[src/rtl/refill_pkg.sv]
package refill_pkg;
  typedef enum logic [2:0] {
    ST_IDLE  = 3'd0,
    ST_WB    = 3'd1,
    ST_WAIT  = 3'd2,
    ST_FILL  = 3'd3,
    ST_DONE  = 3'd4
  } refill_state_e;

  localparam logic [1:0] CMD_RD    = 2'b01;
  localparam logic [1:0] CMD_RD_WB = 2'b11;
endpackage

[src/rtl/refill_beat_cnt.sv]
module refill_beat_cnt #(
  parameter int BEATS = 8,
  localparam int CW = $clog2(BEATS)
) (
  input  logic          clk_i,
  input  logic          rst_ni,
  input  logic          clr_i,
  input  logic          inc_i,
  output logic [CW-1:0] cnt_o,
  output logic          last_o
);
  logic [CW-1:0] cnt_q;

  always_ff @(posedge clk_i or negedge rst_ni) begin
    if (!rst_ni)    cnt_q <= '0;
    else if (clr_i) cnt_q <= '0;
    else if (inc_i) cnt_q <= (cnt_q == CW'(BEATS-1)) ? '0 : cnt_q + 1'b1;
  end

  assign cnt_o  = cnt_q;
  assign last_o = (cnt_q == CW'(BEATS-1));
endmodule

[src/rtl/refill_fsm.sv]
module refill_fsm
  import refill_pkg::*;
(
  input  logic          clk_i,
  input  logic          rst_ni,
  input  logic          accept_i,
  input  logic          need_wb_i,
  input  logic          wb_last_fire_i,
  input  logic          resp_fire_i,
  input  logic          fill_last_fire_i,
  output refill_state_e state_o
);
  refill_state_e state_q, state_d;

  always_comb begin
    state_d = state_q;
    unique case (state_q)
      ST_IDLE: if (accept_i)         state_d = need_wb_i ? ST_WB : ST_WAIT;
      ST_WB:   if (wb_last_fire_i)   state_d = ST_WAIT;
      ST_WAIT: if (resp_fire_i)      state_d = ST_FILL;
      ST_FILL: if (fill_last_fire_i) state_d = ST_DONE;
      ST_DONE:                       state_d = ST_IDLE;
      default:                       state_d = ST_IDLE;
    endcase
  end

  always_ff @(posedge clk_i or negedge rst_ni) begin
    if (!rst_ni) state_q <= ST_IDLE;
    else         state_q <= state_d;
  end

  assign state_o = state_q;
endmodule

[src/rtl/refill_ctrl.sv]
module refill_ctrl
  import refill_pkg::*;
#(
  parameter int AW         = 32,
  parameter int DW         = 64,
  parameter int LINE_BYTES = 64,
  parameter int SETW       = 2,
  localparam int BEAT_BYTES = DW / 8,
  localparam int BEATS      = LINE_BYTES / BEAT_BYTES,
  localparam int QOFF       = $clog2(BEAT_BYTES),
  localparam int OFFW       = $clog2(LINE_BYTES),
  localparam int IDXW       = OFFW - QOFF,
  localparam int TAGW       = AW - OFFW
) (
  input  logic            clk_i,
  input  logic            rst_ni,
  input  logic            miss_valid_i,
  output logic            miss_ready_o,
  input  logic [AW-1:0]   miss_addr_i,
  input  logic [SETW-1:0] miss_set_i,
  input  logic            victim_valid_i,
  input  logic            victim_dirty_i,
  input  logic [AW-1:0]   victim_addr_i,
  output logic            vld_clr_o,
  output logic            req_valid_o,
  output logic [1:0]      req_cmd_o,
  output logic [AW-1:0]   req_addr_o,
  output logic [SETW-1:0] req_set_o,
  output logic            wb_valid_o,
  input  logic            wb_ready_i,
  output logic [IDXW-1:0] wb_idx_o,
  output logic [AW-1:0]   wb_addr_o,
  output logic            resp_ready_o,
  input  logic            resp_valid_i,
  input  logic            fill_valid_i,
  input  logic [DW-1:0]   fill_data_i,
  output logic            arr_we_o,
  output logic [SETW-1:0] arr_set_o,
  output logic [IDXW-1:0] arr_idx_o,
  output logic [DW-1:0]   arr_data_o,
  output logic            fwd_valid_o,
  output logic [DW-1:0]   fwd_data_o,
  output logic            tag_we_o,
  output logic [SETW-1:0] tag_set_o,
  output logic [TAGW-1:0] tag_o,
  output logic            done_o
);
  refill_state_e state;
  logic accept, need_wb, wb_fire, fill_fire, resp_fire;
  logic [IDXW-1:0] cnt;
  logic cnt_last;

  logic [AW-1:0]   addr_q;
  logic [AW-1:0]   vaddr_q;
  logic [SETW-1:0] set_q;
  logic            wb_q;
  logic            req_q;

  assign need_wb   = victim_valid_i & victim_dirty_i;
  assign accept    = miss_valid_i & (state == ST_IDLE);
  assign wb_fire   = (state == ST_WB) & wb_ready_i;
  assign resp_fire = (state == ST_WAIT) & resp_valid_i;
  assign fill_fire = (state == ST_FILL) & fill_valid_i;

  refill_fsm u_fsm (
    .clk_i            (clk_i),
    .rst_ni           (rst_ni),
    .accept_i         (accept),
    .need_wb_i        (need_wb),
    .wb_last_fire_i   (wb_fire & cnt_last),
    .resp_fire_i      (resp_fire),
    .fill_last_fire_i (fill_fire & cnt_last),
    .state_o          (state)
  );

  // one counter serves writeback then fill; it wraps to zero after each pass
  refill_beat_cnt #(.BEATS(BEATS)) u_cnt (
    .clk_i  (clk_i),
    .rst_ni (rst_ni),
    .clr_i  (accept),
    .inc_i  (wb_fire | fill_fire),
    .cnt_o  (cnt),
    .last_o (cnt_last)
  );

  always_ff @(posedge clk_i or negedge rst_ni) begin
    if (!rst_ni) begin
      addr_q  <= '0;
      vaddr_q <= '0;
      set_q   <= '0;
      wb_q    <= 1'b0;
      req_q   <= 1'b0;
    end else begin
      req_q <= accept;
      if (accept) begin
        addr_q  <= miss_addr_i;
        vaddr_q <= victim_addr_i;
        set_q   <= miss_set_i;
        wb_q    <= need_wb;
      end
    end
  end

  assign miss_ready_o = (state == ST_IDLE);
  assign vld_clr_o    = accept;

  assign req_valid_o = req_q;
  assign req_cmd_o   = wb_q ? CMD_RD_WB : CMD_RD;
  assign req_addr_o  = {addr_q[AW-1:QOFF], {QOFF{1'b0}}};
  assign req_set_o   = set_q;

  assign wb_valid_o = (state == ST_WB);
  assign wb_idx_o   = cnt;
  assign wb_addr_o  = {vaddr_q[AW-1:OFFW], cnt, {QOFF{1'b0}}};

  assign resp_ready_o = (state == ST_WAIT);

  // beat k lands at (critical + k) mod BEATS
  assign arr_we_o   = fill_fire;
  assign arr_set_o  = set_q;
  assign arr_idx_o  = addr_q[OFFW-1:QOFF] + cnt;
  assign arr_data_o = fill_data_i;

  assign fwd_valid_o = fill_fire & (cnt == '0);
  assign fwd_data_o  = fill_data_i;

  assign tag_we_o  = fill_fire & cnt_last;
  assign tag_set_o = set_q;
  assign tag_o     = addr_q[AW-1:OFFW];

  assign done_o = (state == ST_DONE);
endmodule

[config.mk]
export PLATFORM = sky130hd
export DESIGN_NAME = refill_ctrl
export DESIGN_NICKNAME = d
export VERILOG_FILES = /design/src/rtl/refill_pkg.sv /design/src/rtl/refill_beat_cnt.sv /design/src/rtl/refill_fsm.sv /design/src/rtl/refill_ctrl.sv
export SDC_FILE = /design/constraint.sdc
export NUM_CORES = 1
export LEC_CHECK = 0
export BUFFER_PORTS_ARGS = -buffer_cell sky130_fd_sc_hd__buf_2
export CORE_AREA = 2 2 146 148
export CTS_CLUSTER_DIAMETER = 120
export DETAILED_ROUTE_END_ITERATION = 16
export DIE_AREA = 0 0 148 150
export PLACE_DENSITY = 0.51
export SETUP_SLACK_MARGIN = 0.5
export SLEW_MARGIN = 0
export SYNTH_ARGS = -nofsm -noshare
export SYNTH_HDL_FRONTEND = slang
export SYNTH_HIERARCHICAL = 1
export SYNTH_SLANG_ARGS = --single-unit
[constraint.sdc]
create_clock -name clk_i -period 2.45 [get_ports clk_i]
set_input_delay 0.735 -clock clk_i [delete_from_list [all_inputs] [get_ports clk_i]]
set_output_delay 0.735 -clock clk_i [all_outputs]
set_load 0.02 [all_outputs]
==> run metrics, run 1 <==
status=finished, final reports clean; Crit Path Category=flip-flop to output pin; diodes inserted=0; CP arrival=between 1.5 and 2 ns; WP data required=about 1.7 ns; Final min period=between 2 and 2.5 ns; number of synthesized flops with an enable pin=0; Hold Path Class=primary input to async pin; Critical Path Source=u_cnt/cnt_o[0]$_DFFE_PN0P_; Mapped Avg Cell Area=roughly 12 um^2; Hold Vio Cnt, Final=0; cell taking the most area after synthesis=dfrtp_1; clk root buf=clkbuf_16; final setup fails=0; global-route wire length before repair=about 15000 um; fin nets=a little over 500; port bufs=170; remaining global-route overflow=0; area of the mapped netlist=3910 um^2; crit end category=output pin; clk slew on worst S/H paths=roughly 0.060 ns; MaxCap Viol Count=0; Lkg Pwr=between 2 and 2.5 nW; H-tree depth=3; area grow syn2layout=16.8%; fin crit share=0.951; Initial Utilization=0.189; worst path cell trace=ha_4 > inv_2 > fa_2 > inv_2 > buf_4; Avg WL per Cell=15.4 um; core box area=20700 um^2; detailed-route DRC error count=0; Distinct cells, synth=33; Worst IR Drop VDD=approximately 0.00067 V; Worst-Skew Late Latency=~0.33 ns; Cell Pwr Density=between 1000 and 1500 nW/um^2; TritonRoute pass-1 iters=4; post-placement setup slack=between 0.2 and 0.3 ns; CTS Buf Count=9; Max Fanout on Critical Path=3; Synth Instances=340; RSZ-0062 raised after global routing=true; Final Max Tran Viols=0; Synth Flop Type=dfrtp_1; die width=about 150 um; DRT iter0 DRCs=60; floorplan row count=53; Ys Warns=6; clock skew=between 0.008 and 0.009 ns; Peak Freq=about 430 MHz; Setup TNS=0 ns; vias in the first global route=2473; ys async rst share=1.00; CTS max path bufs=2; most used cell, CP=inv_2; CP startpoint kind=flip-flop; DRT antenna net count=0; via count=around 2300; CP peak stage delay=about 0.53 ns; Synth area leaders=dfrtp_1, buf_4, mux2_2; #FFs+latches synth=65; pin count of the biggest net entering global routing=66; Ports=379; Die Area=between 20000 and 25000 um^2; Total GRT Usage=0.0885; Placer Congestion=a little over 0.7; setup ws final=0.120 ns; top-area cell type share of the netlist area=0.416; share of layout cells above drive strength 1=0.743; Seq/Total Area, Yosys=0.416; CTS tree=built; setup slack, reg-to-reg=about 0.58 ns; post-DP HPWL=7640 um; Critical-path top delay cell=fa_2; Final Cell Area=roughly 4600 um^2; initial antenna violation count=0; vias per cell=between 3 and 4; hold_buf cts=0; RR Startpoint=u_fsm/state_o[2]$_DFFE_PN0P_; # clock sinks=65; Placed Area=3920 um^2; die height=approximately 150 um; Detailed Route WL=between 10000 and 15000 um
## area by class of cell
cell class / instances / area (um^2)
multi-input combinational: 100 / 1100
timing repair buffer: 195 / 1170
clock buffer: 11 / 243
inverter: 5 / 18.8
fill: 2234 / 16100
tap: 275 / 344
sequential: 65 / 1630
clock inverter: 5 / 55.1
## state kept, by name (all words and copies together), names as in the netlist
signal	flops
addr_q	29
wb_q	1
u_cnt/cnt_o	3
arr_set_o	2
u_fsm/state_o	3
req_valid_o	1
vaddr_q	26
## timing repair
| item | 4_1_cts | 5_1_grt |
|---|---|---|
| buffers inserted | 18 | 4 |
| endpoints found under the hold margin | 0 | 0 |
| gates resized for setup | 27 | 17 |
| pin swaps | 5 | 3 |
| endpoints found under the setup margin | 11 | 13 |
## kinds of logic (layout without fill, tap and decap cells)
family	after synthesis	count (layout)	share of synthesized area
AOI/OAI and AO/OA	7	7	0.0138
buffers and inverters	180	216	0.339
muxes	60	60	0.172
other	2	7	0.00192
adders and majority gates	4	4	0.0147
DFF	65	65	0.416
and+or+nand+nor	20	20	0.0378
xor gates and xnor gates	2	2	0.00448
## final timing paths
| check | end | cells past startpoint |
|---|---|---|
| worst max register to register | u_cnt/cnt_o[0]$_DFFE_PN0P_ | 8 |
| worst min-delay path | addr_q[26]$_DFFE_PN0P_ | 2 |
| min in group clk_i | vaddr_q[23]$_DFFE_PN0P_ | 1 |
| worst max-delay path | arr_idx_o[1] | 5 |
| max in group asynchronous | u_fsm/state_o[2]$_DFFE_PN0P_ | 2 |
| worst min register to register | vaddr_q[23]$_DFFE_PN0P_ | 1 |
## through the flow
step | power [mW] | utilization | instances | hold slack, ns
after floorplan | 4.67 | - | 345 | 0.439
after global placement | 5.06 | 0.189 | 618 | 0.469
after detailed placement | 5.10 | 0.189 | 618 | 0.472
after CTS | 6.75 | 0.216 | 652 | 0.417
after global routing | 7.18 | 0.221 | 656 | 0.448
final | 6.76 | 0.221 | 656 | 0.421
## Yosys cell counts (2+ instances only)
| cell type | count |
|---|---|
| inv_1 | 5 |
| nor2_1 | 2 |
| ha_1 | 3 |
| nor3b_1 | 4 |
| mux2_1 | 9 |
| nor3_1 | 2 |
| buf_4 | 170 |
| mux2i_1 | 2 |
| mux2_2 | 49 |
| conb_1 | 2 |
| dfrtp_1 | 65 |
| buf_2 | 4 |
| and2_1 | 3 |
## report_power, final
part	switching, mW	internal, mW	total (mW)
sequential	0.385	1.61	1.99
clock	0.473	0.811	1.28
combinational	1.96	1.53	3.49
total	2.82	3.95	6.76
## routing by layer
layer,vias to the layer above,routed length (um),GRT usage
met5,-,0,0
met4,0,510,0.0652
met3,44,1360,0.0503
met2,210,5270,0.151
met1,1067,2930,0.0779
li1,1006,-,-
## layout by cell type, fill, tap and decap left out, drive strengths merged
| cell type | netlist | final |
|---|---|---|
| a211oi | 1 | 1 |
| a21o | 1 | 1 |
| a21oi | 2 | 2 |
| a221oi | 1 | 1 |
| and2 | 3 | 3 |
| and3 | 1 | 1 |
| and4b | 1 | 1 |
| buf | 175 | 195 |
| bufinv | 0 | 1 |
| clkbuf | 0 | 11 |
| clkinv | 0 | 2 |
| clkinvlp | 0 | 2 |
| conb | 2 | 7 |
| dfrtp | 65 | 65 |
| fa | 1 | 1 |
| ha | 3 | 3 |
| inv | 5 | 5 |
| mux2 | 58 | 58 |
| mux2i | 2 | 2 |
| nand2 | 1 | 1 |
| nand2b | 1 | 1 |
| nand3b | 1 | 1 |
| nor2 | 2 | 2 |
| nor2b | 1 | 1 |
| nor3 | 2 | 2 |
| nor3b | 4 | 4 |
| nor4b | 2 | 2 |
| o21ai | 2 | 2 |
| or3b | 1 | 1 |
| xnor2 | 1 | 1 |
| xor2 | 1 | 1 |
## worst max-delay path: cells and delay by family (launching register included)
family	cells	cell delay, ns
adder cells (fa/ha/maj)	2	0.66
flip-flops	1	0.40
buffers and inverters	3	0.20
Power figures use the tool's default switching activity.
==> inputs of run 2 (changes only) <==
--- a/config.mk
+++ b/config.mk
@@ -10,7 +10,6 @@
 export CTS_CLUSTER_DIAMETER = 120
 export DETAILED_ROUTE_END_ITERATION = 16
 export DIE_AREA = 0 0 148 150
-export PLACE_DENSITY = 0.51
 export SETUP_SLACK_MARGIN = 0.5
 export SLEW_MARGIN = 0
 export SYNTH_ARGS = -nofsm -noshare
==> run 2 against run 1 <==
  * First-iteration DRC count is 37% lower
  * Final area is 1.8% higher
  * Clock skew hardly changed
  * Cell count is 0.76% higher
  * Global-route usage is 0.12 points higher
  * Non-clock buffer count is 5 higher
  * Utilization is 0.41 points higher
  * Sequential share of layout area is 0.65 points lower
  * Critical path type unchanged
  * Critical endpoint is now tag_we_o
  * Largest cell class unchanged
==> run metrics, run 2 (synthesis gave the netlist of run 1 again) <==
status=finished, final reports clean; register area=1630 um^2; post-DP HPWL=slightly above 8000 um; CTS max path bufs=2; CP peak stage delay=0.43 ns; CP startpoint kind=flip-flop; diodes inserted=0; CP arrival=between 1.5 and 2 ns; area grow syn2layout=18.9%; vias per cell=3.58; Die Area=between 20000 and 25000 um^2; Max Fanout on Critical Path=3; commonest non-fill, non-tap cell in the layout=buf_2; vias in the first global route=2363; worst path cell trace=buf_4 > ha_4 > ha_2 > and2_2 > buf_4; initial antenna violation count=2; fin crit share=0.937; placed insts=a little over 600; Critical Path Source=u_cnt/cnt_o[0]$_DFFE_PN0P_; fin nets=~520; P_sw=between 2 and 3 mW; MaxCap Viol Count=0; Final min period=around 2.3 ns; Detailed Route WL=11500 um; global-route wire length before repair=around 15000 um; Final Max Tran Viols=0; met3 Usage GRT=0.0585; WP data required=around 1.7 ns; floorplan row count=53; busiest grt layer=met2; RR Startpoint=u_fsm/state_o[1]$_DFFE_PN0P_; Crit Path Category=flip-flop to output pin; # clock sinks=between 60 and 70; most used cell, CP=buf_4; Clk pwr share=0.196; R2R Path End=vaddr_q[26]$_DFFE_PN0P_; TritonRoute pass-1 iters=4; combinational share of power=0.517; Total GRT Usage=0.0897; met1 Usage GRT=0.0787; Placer Congestion=between 0.7 and 0.8; Initial Utilization=0.189; CTS tree=built; Hold Path Class=primary input to async pin; final setup fails=0; register with the most flip-flops=addr_q; die width=148 um; CTS Buf Count=9; setup slack, reg-to-reg=roughly 0.6 ns; met2 GRT Util=0.161; clk slew on worst S/H paths=0.06 ns; clock skew=0.00909 ns; Worst-Skew Late Latency=0.33 ns; Reg power frac=0.288; pin count of the biggest net entering global routing=65; worst hold slack=slightly above 0.3 ns; crit path to=tag_we_o; Setup TNS=0 ns; clk root buf=clkbuf_16; crit end category=output pin; max reg flops=29; DRT iter0 DRCs=38; filler instances=2225; Cell Pwr Density=around 1500 nW/um^2; Multi-input gate area=about 1100 um^2; remaining global-route overflow=0; H-tree depth=3; Worst IR Drop VDD=0.000784 V; Int Power=between 3 and 4 mW; reg2reg path depth=5; most frequent cells in the layout=buf_2, dfrtp_1, mux2_2, buf_4, buf_6; Largest regs=addr_q: 29 flops, vaddr_q: 26 flops; core box area=20700 um^2; port bufs=between 150 and 200; Lkg Pwr=between 2 and 2.5 nW; hold_buf cts=0; Hold Vio Cnt, Final=0; DRT antenna net count=0; die height=150 um; post-route insts no fill=~660; Critical-path top delay cell=dfrtp_2; Ports=approximately 380; detailed-route DRC error count=0; RSZ-0062 raised after global routing=true; Avg WL per Cell=17.3 um; Peak Freq=436 MHz; via count=approximately 2400; sw frac=0.423; share of layout cells above drive strength 1=0.746
run 2: cell count changes in the layout (fill, tap and decap cells not counted), sizes merged:
cell / change
inv: +4
clkinv: -2
buf: +3
run 2: power groups by stage:
| stage | logic (mW) | clock network [mW] | registers (mW) |
|---|---|---|---|
| 2_1_floorplan | 2.06 | 0 | 2.60 |
| 3_3_place_gp | 3.04 | 0 | 2.02 |
| 3_5_place_dp | 3.06 | 0 | 2.03 |
| 4_1_cts | 3.35 | 1.40 | 1.99 |
| 5_1_grt | 3.78 | 1.43 | 2.07 |
| 6_report | 3.55 | 1.35 | 1.98 |
run 2: critical path, delay by kind of cell, from the launching register on:
family / cells / cell delay [ns]
DFF: 1 / 0.43
buffers and inverters: 2 / 0.32
adders and majority gates: 2 / 0.32
and+or+nand+nor: 1 / 0.17
run 2: timing repair:
item / in CTS / in global routing
endpoints found under the setup margin: 11 / 49
cloned: 0 / 2
setup buffers: 15 / 10
pin swaps: 4 / 3
gates resized for setup: 27 / 15
run 2: how the worst min path moves through the flow:
stage / from / to / slack, ns / cells after the start
floorplan: rst_ni / addr_q[10]$_DFFE_PN0P_ / 0.44 / 0
global placement: vaddr_q[28]$_DFFE_PN0P_ / vaddr_q[28]$_DFFE_PN0P_ / 0.47 / 1
detailed placement: vaddr_q[23]$_DFFE_PN0P_ / vaddr_q[23]$_DFFE_PN0P_ / 0.47 / 1
CTS: rst_ni / addr_q[7]$_DFFE_PN0P_ / 0.30 / 1
global route: rst_ni / addr_q[12]$_DFFE_PN0P_ / 0.32 / 1
finish: rst_ni / addr_q[7]$_DFFE_PN0P_ / 0.31 / 1
run 2: routing by layer:
layer / vias to the layer above / wire, um
li1: 1014 / -
met1: 1103 / 3260
met2: 219 / 6200
met3: 30 / 1740
met4: 2 / 240
met5: - / 16
run 2: layout make-up:
type / count / area share
clock inverter: 7 / 0.0178
clock buffer: 9 / 0.0484
multi-input combinational: 100 / 0.234
sequential: 65 / 0.351
tap: 275 / 0.0740
timing repair buffer: 200 / 0.270
inverter: 5 / 0.00404
run 2: through the flow:
stage	total power [mW]	setup WS, ns	util	instance area (um^2)
after detailed placement	5.09	0.282	0.189	3920
after floorplan	4.67	0.325	-	4000
after CTS	6.75	0.122	0.214	4430
final	6.88	0.154	0.225	4650
after global routing	7.28	0.102	0.225	4650
after global placement	5.05	0.288	0.189	3920
==> inputs of run 3 (changes only) <==
--- a/config.mk
+++ b/config.mk
@@ -5,11 +5,12 @@
 export SDC_FILE = /design/constraint.sdc
 export NUM_CORES = 1
 export LEC_CHECK = 0
+export ABC_AREA = 1
 export BUFFER_PORTS_ARGS = -buffer_cell sky130_fd_sc_hd__buf_2
-export CORE_AREA = 2 2 146 148
+export CORE_AREA = 2 2 145 147
 export CTS_CLUSTER_DIAMETER = 120
 export DETAILED_ROUTE_END_ITERATION = 16
-export DIE_AREA = 0 0 148 150
+export DIE_AREA = 0 0 147 149
 export SETUP_SLACK_MARGIN = 0.5
 export SLEW_MARGIN = 0
 export SYNTH_ARGS = -nofsm -noshare
==> run 3 against run 2 <==
  * Die area down 1.3%
  * Non-clock buffer count down 2
  * Sequential power down 3%
  * Via count up 39%
  * Critical path type unchanged
==> run metrics, run 3 <==
status=finished, final reports clean; Peak Freq=439 MHz; Final min period=around 2.3 ns; area grow syn2layout=13.9%; Placer Congestion=0.761; CTS tree=built; port bufs=170; area of the mapped netlist=around 4200 um^2; global-route wire length before repair=between 15000 and 20000 um; post-synthesis compound-gate area fraction=0.00237; sw frac=0.461; cell taking the most area after synthesis=dfrtp_1; worst slew pin tran=0.679 ns; pin count of the biggest net entering global routing=59; Hold Path Class=primary input to async pin; fin crit share=0.930; DRT antenna net count=0; Int Power=between 3 and 4 mW; vias in the first global route=between 3000 and 4000; XOR/XNOR Fraction of Synth Area=0; Cell Pwr Density=1510 nW/um^2; most frequent cells in the layout=buf_2, nand2_1, nand4_1, dfrtp_1, buf_4; Initial Utilization=0.205; Synth Flop Type=dfrtp_1; Ys Warns=6; core box area=approximately 21000 um^2; CP arrival=1.54 ns; Hold Vio Cnt, Final=0; #FFs+latches synth=65; Reg power frac=0.265; clk root buf=clkbuf_16; initial antenna violation count=1; DRT iter0 DRCs=184; post-synthesis adder-cell area fraction=0.0136; top cells by count, synth=buf_4, nand2_1, dfrtp_1; via count=about 3300; Clk pwr share=0.208; RR Startpoint=u_fsm/state_o[1]$_DFFE_PN0P_; die width=~150 um; Setup TNS=0 ns; post-route insts no fill=roughly 820; MaxCap Viol Count=0; clock skew=0.00658 ns; Seq/Total Area, Yosys=0.386; remaining global-route overflow=0; Mapped Avg Cell Area=around 8.1 um^2; most common cell in the netlist=buf_4; Crit Path Category=flip-flop to output pin; placed insts=between 700 and 800; clk slew on worst S/H paths=0.06 ns; CTS Buf Count=9; top-area cell type share of the netlist area=0.386; Avg WL per Cell=roughly 15 um; Worst-Skew Late Latency=roughly 0.33 ns; ys async rst share=1.00; Max Fanout on Critical Path=3; Total GRT Usage=0.106; register with the most flip-flops=addr_q; vias per cell=between 4 and 5; Lkg Pwr=about 2.6 nW; Distinct cells, synth=24; final setup fails=0; mux contribution to synthesized area=0; crit end category=output pin; combinational share of power=0.527; die height=between 100 and 150 um; Synth area leaders=dfrtp_1, buf_4, nand2_1; WP data required=approximately 1.7 ns; Synth Instances=about 520; detailed-route DRC error count=0; P_sw=roughly 3.3 mW; Largest regs=addr_q: 29 flops, vaddr_q: 26 flops; largest family of logic cells by synthesized area=buffers and inverters; Final Max Tran Viols=0; Slew HR=0.548; Detailed Route WL=roughly 12000 um; fin nets=approximately 700; Ports=roughly 380; number of synthesized flops with an enable pin=0; post-DP HPWL=approximately 8400 um; post-synthesis simple-gate area fraction=0.252; commonest non-fill, non-tap cell in the layout=buf_2; RSZ-0062 raised after global routing=true; floorplan row count=53; share of layout cells above drive strength 1=0.448; H-tree depth=3; Critical Path Source=addr_q[3]$_DFFE_PN0P_; CTS max path bufs=2; hold_buf cts=0; CP startpoint kind=flip-flop; # clock sinks=65; TritonRoute pass-1 iters=5; Worst IR Drop VDD=0.000544 V; max reg flops=29; Die Area=about 22000 um^2
-- run 3: per-stage QoR --
stage | setup slack, ns | util | instance area [um^2] | hold WS (ns) | power [mW]
floorplan | 0.343 | - | 4290 | 0.439 | 4.74
global placement | 0.326 | 0.203 | 4170 | 0.448 | 5.28
detailed placement | 0.314 | 0.203 | 4170 | 0.453 | 5.32
CTS | 0.146 | 0.230 | 4720 | 0.242 | 7.20
global route | 0.114 | 0.234 | 4800 | 0.241 | 7.76
finish | 0.173 | 0.234 | 4800 | 0.254 | 7.25
-- run 3: cells by family (layout without fill, tap and decap cells) --
logic type / count (synthesis) / after routing
other: 2 / 8
AOI/OAI and AO/OA: 2 / 2
and+or+nand+nor: 231 / 231
DFF: 65 / 65
buffers and inverters: 214 / 234
adders and majority gates: 4 / 4
-- run 3: cell type report --
class / instances / area, um^2
antenna: 1 / 2.50
tap: 275 / 344
timing repair buffer: 198 / 1170
multi-input combinational: 244 / 1230
clock inverter: 5 / 103
clock buffer: 11 / 243
fill: 2279 / 15800
sequential: 65 / 1630
inverter: 20 / 81.3
-- run 3: worst paths after layout --
path                            cells past startpoint  slack (ns)                           end
max in group asynchronous                           2        1.65       vaddr_q[11]$_DFFE_PN0P_
worst max-delay path                                5        0.17                  arr_idx_o[1]
worst min-delay path                                1        0.25        addr_q[28]$_DFFE_PN0P_
worst max register to register                      9        0.61  u_fsm/state_o[1]$_DFFE_PN0P_
worst min register to register                      2        0.46       vaddr_q[21]$_DFFE_PN0P_
min in group clk_i                                  2        0.46       vaddr_q[21]$_DFFE_PN0P_
-- run 3: routing by layer --
metal | vias up | track usage | part of all wire
met3 | 74 | 0.0453 | 0.092
li1 | 1532 | - | -
met1 | 1534 | 0.120 | 0.39
met5 | - | 0 | 0
met4 | 0 | 0.0788 | 0.059
met2 | 157 | 0.161 | 0.46
-- run 3: worst max-delay path, stage by stage, from the launching register on --
cell     delay (ns)
dfrtp_2        0.39
ha_4           0.14
inv_2          0.03
fa_2           0.51
inv_2          0.03
buf_6          0.12
-- run 3: power by group through the flow --
stage | registers [mW] | logic, mW | clock network [mW]
2_1_floorplan | 2.46 | 2.28 | 0
3_3_place_gp | 1.95 | 3.34 | 0
3_5_place_dp | 1.96 | 3.36 | 0
4_1_cts | 1.92 | 3.71 | 1.56
5_1_grt | 1.99 | 4.16 | 1.62
6_report | 1.92 | 3.82 | 1.51
-- run 3: what timing repair did --
action,4_1_cts,5_1_grt
buffers inserted,16,3
pin swaps,10,8
setup endpoints to repair,11,14
resized for setup,32,16
cloned,0,0
endpoints found under the hold margin,0,0
